### config.mk
export PLATFORM = sky130hd
export DESIGN_NAME = stuck_bus_recovery
export DESIGN_NICKNAME = d
export VERILOG_FILES = /design/src/rtl/stuck_bus_recovery.sv
export SDC_FILE = /design/constraint.sdc
export NUM_CORES = 1
export LEC_CHECK = 0
export BUFFER_PORTS_ARGS = -buffer_cell sky130_fd_sc_hd__buf_2
export CAP_MARGIN = 30
export CORE_MARGIN = 10
export CORE_UTILIZATION = 51
export CTS_CLUSTER_DIAMETER = 60
export DETAILED_ROUTE_END_ITERATION = 10
export HOLD_SLACK_MARGIN = 0.08
export PLACE_DENSITY = 0.78
export SLEW_MARGIN = 5
export SYNTH_ARGS = -nofsm -noshare
export SYNTH_HDL_FRONTEND = slang
export SYNTH_SLANG_ARGS = --single-unit
### constraint.sdc
create_clock -name clk -period 4.9 [get_ports clk]
set_input_delay 0.98 -clock clk [delete_from_list [all_inputs] [get_ports clk]]
set_output_delay 0.98 -clock clk [all_outputs]
set_load 0.005 [all_outputs]
### src/rtl/stuck_bus_recovery.sv
module stuck_bus_recovery #(
  parameter int NCH        = 2,
  parameter int CLK_MHZ    = 125,
  parameter int STUCK_US   = 45000,
  parameter int SETTLE_US  = 40,
  parameter int PULSE_HZ   = 5500,
  parameter int MAX_PULSES = 16
) (
  input  logic           clk,
  input  logic           rst_n,
  input  logic [NCH-1:0] scl_in,
  input  logic [NCH-1:0] sda_in,
  input  logic [NCH-1:0] chan_en,
  input  logic           recover_en,
  output logic           fault_n,
  output logic           disconnect,
  output logic [NCH-1:0] scl_drive_low,
  output logic [NCH-1:0] sda_drive_low,
  output logic           accel_inhibit
);
  localparam int TOUT   = CLK_MHZ * STUCK_US;
  localparam int SETTLE = CLK_MHZ * SETTLE_US;
  localparam int HALF   = (CLK_MHZ * 1000000) / (2 * PULSE_HZ);
  localparam int MAXA   = (TOUT > SETTLE) ? TOUT : SETTLE;
  localparam int MAXC   = (MAXA > HALF) ? MAXA : HALF;
  localparam int CW     = $clog2(MAXC + 1);
  localparam int PW     = $clog2(MAX_PULSES + 1);

  typedef enum logic [2:0] {
    S_MON, S_FLAG, S_SETTLE, S_CLO, S_CHI, S_STPA, S_STPB, S_HOLD
  } state_t;

  state_t        st;
  logic [CW-1:0] cnt;
  logic [CW-1:0] limit;
  logic [PW-1:0] pulses;
  logic          freed;
  logic          off_seen;
  logic          bus_hi;
  logic          at_limit;

  assign bus_hi   = (&(scl_in | ~chan_en)) & (&(sda_in | ~chan_en));
  assign at_limit = (cnt == limit);

  always_comb begin
    case (st)
      S_MON:    limit = CW'(TOUT - 1);
      S_SETTLE: limit = CW'(SETTLE - 1);
      default:  limit = CW'(HALF - 1);
    endcase
  end

  always_ff @(posedge clk or negedge rst_n) begin
    if (!rst_n) begin
      st       <= S_MON;
      cnt      <= '0;
      pulses   <= '0;
      freed    <= 1'b0;
      off_seen <= 1'b0;
    end else begin
      case (st)
        S_MON: begin
          if (bus_hi) cnt <= '0;
          else if (at_limit) begin
            cnt    <= '0;
            pulses <= '0;
            freed  <= 1'b0;
            st     <= recover_en ? S_SETTLE : S_FLAG;
          end else cnt <= cnt + 1'b1;
        end
        S_FLAG: begin
          if (bus_hi) begin
            cnt <= '0;
            st  <= S_MON;
          end
        end
        S_SETTLE: begin
          if (bus_hi) begin
            cnt   <= '0;
            freed <= 1'b1;
            st    <= S_STPA;
          end else if (at_limit) begin
            cnt <= '0;
            st  <= S_CLO;
          end else cnt <= cnt + 1'b1;
        end
        S_CLO: begin
          if (at_limit) begin
            cnt    <= '0;
            pulses <= pulses + 1'b1;
            st     <= S_CHI;
          end else cnt <= cnt + 1'b1;
        end
        S_CHI: begin
          if (bus_hi) begin
            cnt   <= '0;
            freed <= 1'b1;
            st    <= S_STPA;
          end else if (at_limit) begin
            cnt <= '0;
            st  <= (pulses == PW'(MAX_PULSES)) ? S_STPA : S_CLO;
          end else cnt <= cnt + 1'b1;
        end
        S_STPA: begin
          if (at_limit) begin
            cnt <= '0;
            st  <= S_STPB;
          end else cnt <= cnt + 1'b1;
        end
        S_STPB: begin
          if (at_limit) begin
            cnt      <= '0;
            off_seen <= 1'b0;
            st       <= S_HOLD;
          end else cnt <= cnt + 1'b1;
        end
        default: begin
          if (chan_en == '0) off_seen <= 1'b1;
          else if (off_seen) begin
            off_seen <= 1'b0;
            cnt      <= '0;
            st       <= S_MON;
          end
        end
      endcase
    end
  end

  assign fault_n       = (st == S_MON) || (st == S_HOLD && freed);
  assign disconnect    = !(st inside {S_MON, S_FLAG});
  assign accel_inhibit = st inside {S_CLO, S_CHI, S_STPA, S_STPB};
  assign scl_drive_low = (st inside {S_CLO, S_STPA}) ? chan_en : '0;
  assign sda_drive_low = (st inside {S_STPA, S_STPB}) ? chan_en : '0;

endmodule

==> Word-level counts from Yosys, hierarchy flattened <==
Cells that the tools add are included.
{ "classes": {"n_addsub": 2, "eq_ne": 20, "n_mux": 34, "bitwise_logic": 5, "n_reduce_logical": 24} }
{ "op_table": {"columns": ["cell", "count"], "rows": [
  ["23-bit two-way mux", 5],
  ["23-bit one-hot mux with 3 select lines", 1],
  ["23-bit one-hot mux with 2 select lines", 1],
  ["3-bit two-way mux", 13],
  ["23-bit by 1-bit adder with 23-bit output, second input constant", 1],
  ["23-bit == test", 1],
  ["3-bit one-hot mux with 7 select lines", 1],
  ["5-bit two-way mux", 3],
  ["3-bit == test, second input constant", 4],
  ["2-bit != test, second input constant", 6],
  ["5-bit one-hot mux with 2 select lines", 1],
  ["10-bit AND reduction", 1],
  ["2-bit nonzero test", 5],
  ["8-bit by 1-bit != test with 1-bit output, second input constant", 1],
  ["4-bit AND reduction", 2],
  ["4-bit nonzero test", 2],
  ["8-bit nonzero test", 1],
  ["3-bit by 2-bit == test with 1-bit output, second input constant", 2],
  ["2-bit two-way mux", 3],
  ["3-bit != test, second input constant", 2],
  ["2-bit AND reduction", 3],
  ["3-bit OR reduction", 2],
  ["6-bit OR reduction", 1],
  ["5-bit by 1-bit adder with 5-bit output, second input constant", 1],
  ["17 further kinds", 22]
]} }
{ "totals": {"ff_bits": 33, "in_bits": 9, "word_cells": 90} }

==> Longest topological paths before layout <==
Gate-level depths: netlist of run 1.
{ "depth": {"word_depth": 6, "depth_mapped": 9, "depth_no_buf": 7} }

==> Worst setup path before layout of run 1 <==
No wires, ideal clock.
{ "synth_timing": {"kind": "input to register", "startpoint": "in chan_en[1]", "endpoint": "reg cnt[7]", "arrival_time_ns": 2.217, "required_ns": 4.774, "setup_slack_ns": 2.557, "path_stages": 6, "path_buffers": 1, "cell_sequence": "a21boi_0 > a21o_1 > a221oi_1 > clkbuf_1 > nor4_1 > a221o_1"} }
{ "synth_via": {"elab_chain_len": 6, "word_cells_on_any_way": 12, "cone_classes": "eq/ne (2); mux (2); bitwise (4); reduce/logical (4)"} }
{ "synth_rtl": {"columns": ["item", "line_no", "source"], "rows": [
  ["start, declared", "13", "input logic [NCH-1:0] chan_en,"],
  ["2-bit inverter", "42", "assign bus_hi = (&(scl_in | ~chan_en)) & (&(sda_in | ~chan_en));"],
  ["2-bit OR", "42", null],
  ["2-bit AND reduction", "42", null],
  ["1-bit bitwise AND", "42", null],
  ["23-bit two-way mux / 2-bit != test (equally long branches)", null, null],
  ["23-bit one-hot mux with 3 select lines / 3-bit AND reduction (equally long branches)", null, null],
  ["end signal, assigned", "69", "end else cnt <= cnt + 1'b1;"],
  ["end signal, assigned", "85", "end else cnt <= cnt + 1'b1;"],
  ["end signal, assigned", "92", "end else cnt <= cnt + 1'b1;"],
  ["end, declared", "34", "logic [CW-1:0] cnt;"]
]} }
Parallel ways exist; a longest one is shown, timed or not.
A chain may end at the register's enable or synchronous reset.

==> Worst setup path after layout of run 1 <==
{ "layout_timing": {"startpoint": "reg st[0]", "endpoint": "reg cnt[17]"} }
{ "layout_via": {"elab_chain_len": 6, "word_cells_on_any_way": 18, "cone_classes": "eq/ne (9); mux (4); reduce/logical (5)"} }
{ "layout_rtl": {"columns": ["item", "line_no", "source"], "rows": [
  ["start, declared", "33", "state_t st;"],
  ["start signal, assigned", "68", "st <= recover_en ? S_SETTLE : S_FLAG;"],
  ["start signal, assigned", "101", "st <= (pulses == PW'(MAX_PULSES)) ? S_STPA : S_CLO;"],
  ["3-bit by 2-bit == test with 1-bit output / 3-bit zero test (equally long branches)", "46, 61", null],
  ["23-bit one-hot mux with 2 select lines", "46", "case (st)"],
  ["23-bit == test", "43", "assign at_limit = (cnt == limit);"],
  ["23-bit two-way mux", null, null],
  ["23-bit two-way mux", "78", "if (bus_hi) begin"],
  ["23-bit one-hot mux with 3 select lines", "61", "case (st)"],
  ["end signal, assigned", "85", null],
  ["end signal, assigned", "102", "end else cnt <= cnt + 1'b1;"],
  ["end signal, assigned", "108", "end else cnt <= cnt + 1'b1;"]
]} }
Parallel ways exist; a longest one is shown, timed or not.

==> results by group, run 1 <==
Route
  • Wire per inst: 15.7 um
  • Met2 wire len: 2.32 mm
  • DRC: 0
  • Via Count: 1937
  • Vias per inst: 6.11
  • First-pass iteration count of the detailed router: 4
  • Final ANT Viol Nets: 0
  • DR WL met3: 247 um
  • Max layer used: met4
  • Initial DRC Count: 216
  • Wl on met1: 2.36 mm
  • Final wirelength: 4.97 mm

Floorplanning
  • Row Count: 23
  • Die ar.: 7210 um^2
  • Core area: 4030 um^2
  • Die Y-Extent: 84.9 um
  • Ports: 16
  • Initial Util: 53.3%
  • Die X: 84.9 um

Timing
  • Fmax: 0.361 GHz
  • Worst Tran Pin Value: 0.748 ns
  • RSZ-0062 raised after global routing: no
  • Final period utilization: 56.5%
  • Final worst setup slack: 2.13 ns
  • Setup violations, final: 0
  • WHS: 0.523 ns
  • Setup tns final: 0 ns
  • Rel. slew slack: 50.1%
  • Clk_skew: 0.00945 ns
  • Post-layout min period: 2.77 ns
  • Total count of hold-check failures in the final report: 0
  • Fin. max-slew vios: 0

Finish
  • Layout cells sized above 1: 12.7%
  • Final Non-Filler Cells: 317
  • Post-route cell area: 2330 um^2
  • Final core occ: 58.0%
  • Area grow syn2layout: 8.68%
  • Multi-input logic area: 1220 um^2
  • Nets: 278
  • Antenna Cells: 0
  • Fill cells: 377
  • Register area: 826 um^2

Synth
  • Synth Flop Type: dfrtp_1
  • Largest area contributor in the netlist: dfrtp_1
  • Area contributors post-synth: dfrtp_1 (38%), nand2_1 (5.1%), nand3_1 (4.2%)
  • Synth warnings: 0
  • Post-synth EDFFs: 0
  • Commonest cells in the netlist: dfrtp_1 (33), nand2_1 (29), nor2_1 (23), nand3_1 (18), a21oi_1 (14)
  • Most frequent cell after synthesis: dfrtp_1
  • Yosys top cell area share: 38.4%
  • Post-synthesis sequential area ratio: 38.4%
  • Ys async rst share: 100%
  • Number of synthesized register bits: 33
  • Post-Syn Area: 2150 um^2
  • Avg Synthesized Cell Area: 8.42 um^2
  • Synth Net Count: 267
  • Unique masters post-synth: 52
  • Syn Inst Count: 255

Setup path
  • Reg-to-Reg Start: st[0]$_DFFE_PN0P_
  • Crit path from: st[0]$_DFFE_PN0P_
  • Worst Setup Start Kind: register
  • WS Path Type: reg2reg
  • Worst path required time: 5.06 ns
  • Crit path DAT: 2.93 ns
  • Crit-path max FO: 21
  • Endpoint class of the critical path: register

GRT
  • Largest net degree at the start of global routing: 34
  • Antenna violations before repair: 0
  • Total GRT Usage: 13.8%
  • Vias in the first global route: 1893
  • GRT overflow: 0
  • First-pass GRT wire length: 8.55 mm

Place
  • Dpl hpwl: 3.50 mm
  • Port bufs: 15
  • Placed instance area: 2230 um^2
  • Post-place setup slack: 1.81 ns
  • Placed Instances: 308
  • RD Place Congestion: 0.801

Clock network
  • Setup bufs post-CTS: 0
  • CTS max path bufs: 2
  • Worst-Skew Late Latency: 0.29 ns
  • TritonCTS buffer count: 5
  • Clock transition at path regs: 0.07 ns
  • Post-cts gate resize count: 0
  • CTS Root Cell: clkbuf_8
  • TritonCTS clock tree: built
  • H-tree levels: 2
  • Hold-fix buffers at CTS: 0
  • Clock sink count: 33

Power
  • Leak Pwr: 1.10 nW
  • Power Total: 0.561 mW
  • Max VDD drop: 0.000155 V
  • Pwr dens: 240 nW/um^2

Hold path
  • Hold path startpoint: off_seen$_DFFE_PN0P_
  • Hold Crit Class: reg2reg

Run
  • Max-cap violations: 0

Outcome
  • Run status: complete, no violations
==> cell usage in the layout, fill, tap and decap left out, types with 2 or more instances in the layout <==
cell type,n
a211o_1,3
a211oi_1,3
a21o_1,6
a21oi_1,14
a22o_1,2
a31oi_1,2
and2_1,3
and3_1,13
and4_1,2
buf_2,15
buf_4,2
clkbuf_8,7
dfrtp_1,33
ha_1,3
inv_1,8
mux2_2,2
mux2i_1,2
nand2_1,29
nand3_1,18
nand4_1,8
nor2_1,23
nor3_1,6
nor4_1,5
nor4bb_1,2
o21a_1,2
o21ai_0,11
o21ai_1,4
o31ai_1,2
or3_1,7
xnor2_1,2
xor2_1,6
==> layer usage <==
metal  GRT usage, %  vias up
met5              0        -
met4           4.49        0
met3           3.92        5
met2           22.7       44
met1           17.0      928
li1               -      960
==> where the power goes <==
group | total, mW | internal, mW | leakage [nW] | switching (mW)
clock | 0.226 | 0.127 | 0.0542 | 0.0994
combinational | 0.0487 | 0.0196 | 0.606 | 0.0291
sequential | 0.286 | 0.278 | 0.442 | 0.00744
total | 0.561 | 0.425 | 1.10 | 0.136
==> worst max-delay path: stages, from the launching register on <==
cell       delay [ns]
dfrtp_1          0.73
nor2_1           0.23
a2111oi_0        0.47
o221a_1          0.48
a21oi_2          0.28
nor2_2           0.36
nor2_1           0.10
==> cell families after synthesis <==
family | count (synthesis) | synth area share (%)
mux | 4 | 1.98
fa+ha+maj | 3 | 1.75
buf+inv | 21 | 4.54
flops | 33 | 38.4
compound gates | 63 | 20.4
xor+xnor | 8 | 3.26
simple gates | 123 | 29.6
==> final timing paths <==
path / endpoint / slack [ns] / cells past startpoint
worst max-delay path: cnt[17]$_DFFE_PN0P_ / 2.13 / 6
worst min-delay path: off_seen$_DFFE_PN0P_ / 0.52 / 2
worst max register to register: cnt[17]$_DFFE_PN0P_ / 2.13 / 6
worst min register to register: off_seen$_DFFE_PN0P_ / 0.52 / 2
max in group asynchronous: cnt[9]$_DFFE_PN0P_ / 3.68 / 1
min in group asynchronous: freed$_DFFE_PN0P_ / 0.74 / 1
==> flip-flops by register name, summed over array words and instances (netlist names) <==
register	flops
cnt	23
freed	1
off_seen	1
pulses	5
st	3
==> area by class of cell <==
class | instances | area share, %
timing repair buffer | 17 | 3.86
tap | 50 | 2.68
inverter | 8 | 1.29
sequential | 33 | 35.4
clock inverter | 1 | 0.214
multi-input combinational | 201 | 52.5
clock buffer | 7 | 4.13
Note: power is estimated with default switching activity, not from simulation.
==> inputs of run 2 (changes only) <==
==> constraint.sdc (replaced) <==
create_clock -name clk -period 2.75 [get_ports clk]
set_input_delay 0.55 -clock clk [delete_from_list [all_inputs] [get_ports clk]]
set_output_delay 0.55 -clock clk [all_outputs]
set_load 0.005 [all_outputs]
==> results by group, run 2 (synthesized netlist as in run 1, its figures left out) <==
Route
  • Final wirelength: 4.78 mm
  • First-pass iteration count of the detailed router: 4
  • Vias per inst: 6.08
  • Via Count: 1957
  • DRC: 0
  • Initial DRC Count: 165
  • Final ANT Viol Nets: 0
  • Wire per inst: 14.8 um

Finish
  • Largest Register: cnt
  • Largest registers: cnt: 23 flops, pulses: 5 flops, st: 3 flops
  • Most frequent cells in the layout: dfrtp_1 (33), nand2_1 (29), nor2_1 (23)
  • Layout cells sized above 1: 14.3%
  • Nets: 284
  • Most common cell after layout, fill and taps aside: dfrtp_1
  • Max reg flops: 23
  • Area grow syn2layout: 10.9%
  • Antenna Cells: 0
  • Fill cells: 365
  • Final core occ: 59.1%

Setup path
  • Reg-to-Reg Start: st[2]$_DFFE_PN0P_
  • Crit-path max FO: 17
  • Crit path DAT: 2.63 ns
  • Max stage delay on crit path: 0.66 ns
  • Buf/Inv on CP: 0
  • R2R Setup Slk: 0.33 ns
  • Worst Setup Start Kind: register
  • Capturing point of the worst reg2reg path: cnt[17]$_DFFE_PN0P_
  • Worst path required time: 2.96 ns
  • WS Path Type: reg2reg
  • Most used cell, CP: nor2_1
  • CP delay by family, top: compound AO/OA/AOI/OAI gates
  • Worst path slowest cell: a21oi_2
  • Crit path from: st[2]$_DFFE_PN0P_
  • CP Cell Sequence: nor2_1 -> a2111oi_0 -> o221a_1 -> a21oi_2 -> nor2_2 -> nor2_1
  • R2R cell count: 6
  • Endpoint class of the critical path: register

Power
  • Sw Pwr: 0.238 mW
  • Switching part of the total power: 23.0%
  • Clock power frac: 42.0%
  • Cell internal pwr: 0.795 mW
  • Max VDD drop: 0.000232 V
  • Combinational Power Share: 8.6%
  • Seq pwr share: 49.4%
  • Pwr dens: 434 nW/um^2
  • Leak Pwr: 1.13 nW

Timing
  • Setup violations, final: 0
  • Final period utilization: 88.1%
  • Clk_skew: 0.00916 ns
  • Worst Tran Pin Value: 0.801 ns
  • RSZ-0062 raised after global routing: no
  • Setup tns final: 0 ns
  • Fin. max-slew vios: 0
  • Total count of hold-check failures in the final report: 0
  • Post-layout min period: 2.42 ns
  • Fmax: 0.413 GHz
  • Rel. slew slack: 46.6%

GRT
  • Vias in the first global route: 1852
  • Total GRT Usage: 13.7%
  • First-pass GRT wire length: 8.46 mm
  • GRT overflow: 0
  • Antenna violations before repair: 0
  • Largest net degree at the start of global routing: 34

Clock network
  • H-tree levels: 2
  • Worst-Skew Late Latency: 0.29 ns
  • TritonCTS buffer count: 5
  • Hold-fix buffers at CTS: 0
  • Setup bufs post-CTS: 0
  • CTS max path bufs: 2
  • Clock transition at path regs: 0.07 ns
  • Post-cts gate resize count: 0
  • Clock sink count: 33
  • TritonCTS clock tree: built
  • CTS Root Cell: clkbuf_8

Place
  • Dpl hpwl: 3.57 mm
  • Port bufs: 15
  • RD Place Congestion: 0.894

Run
  • Max-cap violations: 0

Floorplanning
  • Die ar.: 7210 um^2
  • Initial Util: 53.3%
  • Die Y-Extent: 84.9 um
  • Ports: 16
  • Core area: 4030 um^2
  • Die X: 84.9 um
  • Row Count: 23

Outcome
  • Run status: complete, no violations

Hold path
  • Hold Crit Class: in2async
[run 2: how the worst max path moves through the flow]
| stage | end | slack [ns] | cells after the start |
|---|---|---|---|
| 4_1_cts | cnt[17]$_DFFE_PN0P_ | 0.34 | 6 |
| 3_5_place_dp | cnt[17]$_DFFE_PN0P_ | 0.34 | 6 |
| 3_3_place_gp | cnt[2]$_DFFE_PN0P_ | 0.44 | 7 |
| 2_1_floorplan | pulses[2]$_DFFE_PN0P_ | 0.66 | 8 |
| 5_1_grt | cnt[17]$_DFFE_PN0P_ | 0.13 | 6 |
| 6_report | cnt[17]$_DFFE_PN0P_ | 0.33 | 6 |
[run 2: worst register-to-register path: stages, from the launching register on]
cell	delay (ns)
dfrtp_1	0.44
nor2_1	0.29
a2111oi_0	0.17
o221a_1	0.39
a21oi_2	0.67
nor2_2	0.21
nor2_1	0.17
[run 2: layer usage]
layer  vias to the layer above  GRT usage [%]  wire [um]
met1                       924           17.6       2240
met5                         -              0          0
li1                        973              -          -
met2                        51           20.9       2140
met4                         0           6.44         82
met3                         9           3.82        313
[run 2: power by group through the flow]
stage / Sequential (mW) / Combinational [mW] / Clock [mW]
final: 0.510 / 0.0889 / 0.434
after floorplan: 0.514 / 0.0573 / 0
after global placement: 0.518 / 0.0865 / 0
after detailed placement: 0.519 / 0.0889 / 0
after global routing: 0.512 / 0.101 / 0.464
after CTS: 0.510 / 0.0898 / 0.447
[run 2: final cells by class]
type	instances	area (um^2)	share of cell area [%]
sequential	33	826	34.7
clock inverter	2	35.0	1.47
multi-input combinational	201	1220	51.4
tap	50	62.6	2.63
inverter	8	30.0	1.26
clock buffer	5	68.8	2.89
timing repair buffer	23	135	5.67
[run 2: metrics by stage]
| step | hold WS (ns) | setup slack (ns) | cells | cell area (um^2) | power, mW |
|---|---|---|---|---|---|
| floorplan | 0.254 | 0.660 | 255 | 2150 | 0.572 |
| global placement | 0.496 | 0.438 | 314 | 2270 | 0.605 |
| CTS | 0.343 | 0.337 | 321 | 2370 | 1.05 |
| global route | 0.372 | 0.132 | 322 | 2380 | 1.08 |
| detailed placement | 0.515 | 0.345 | 314 | 2270 | 0.608 |
| finish | 0.310 | 0.326 | 322 | 2380 | 1.03 |
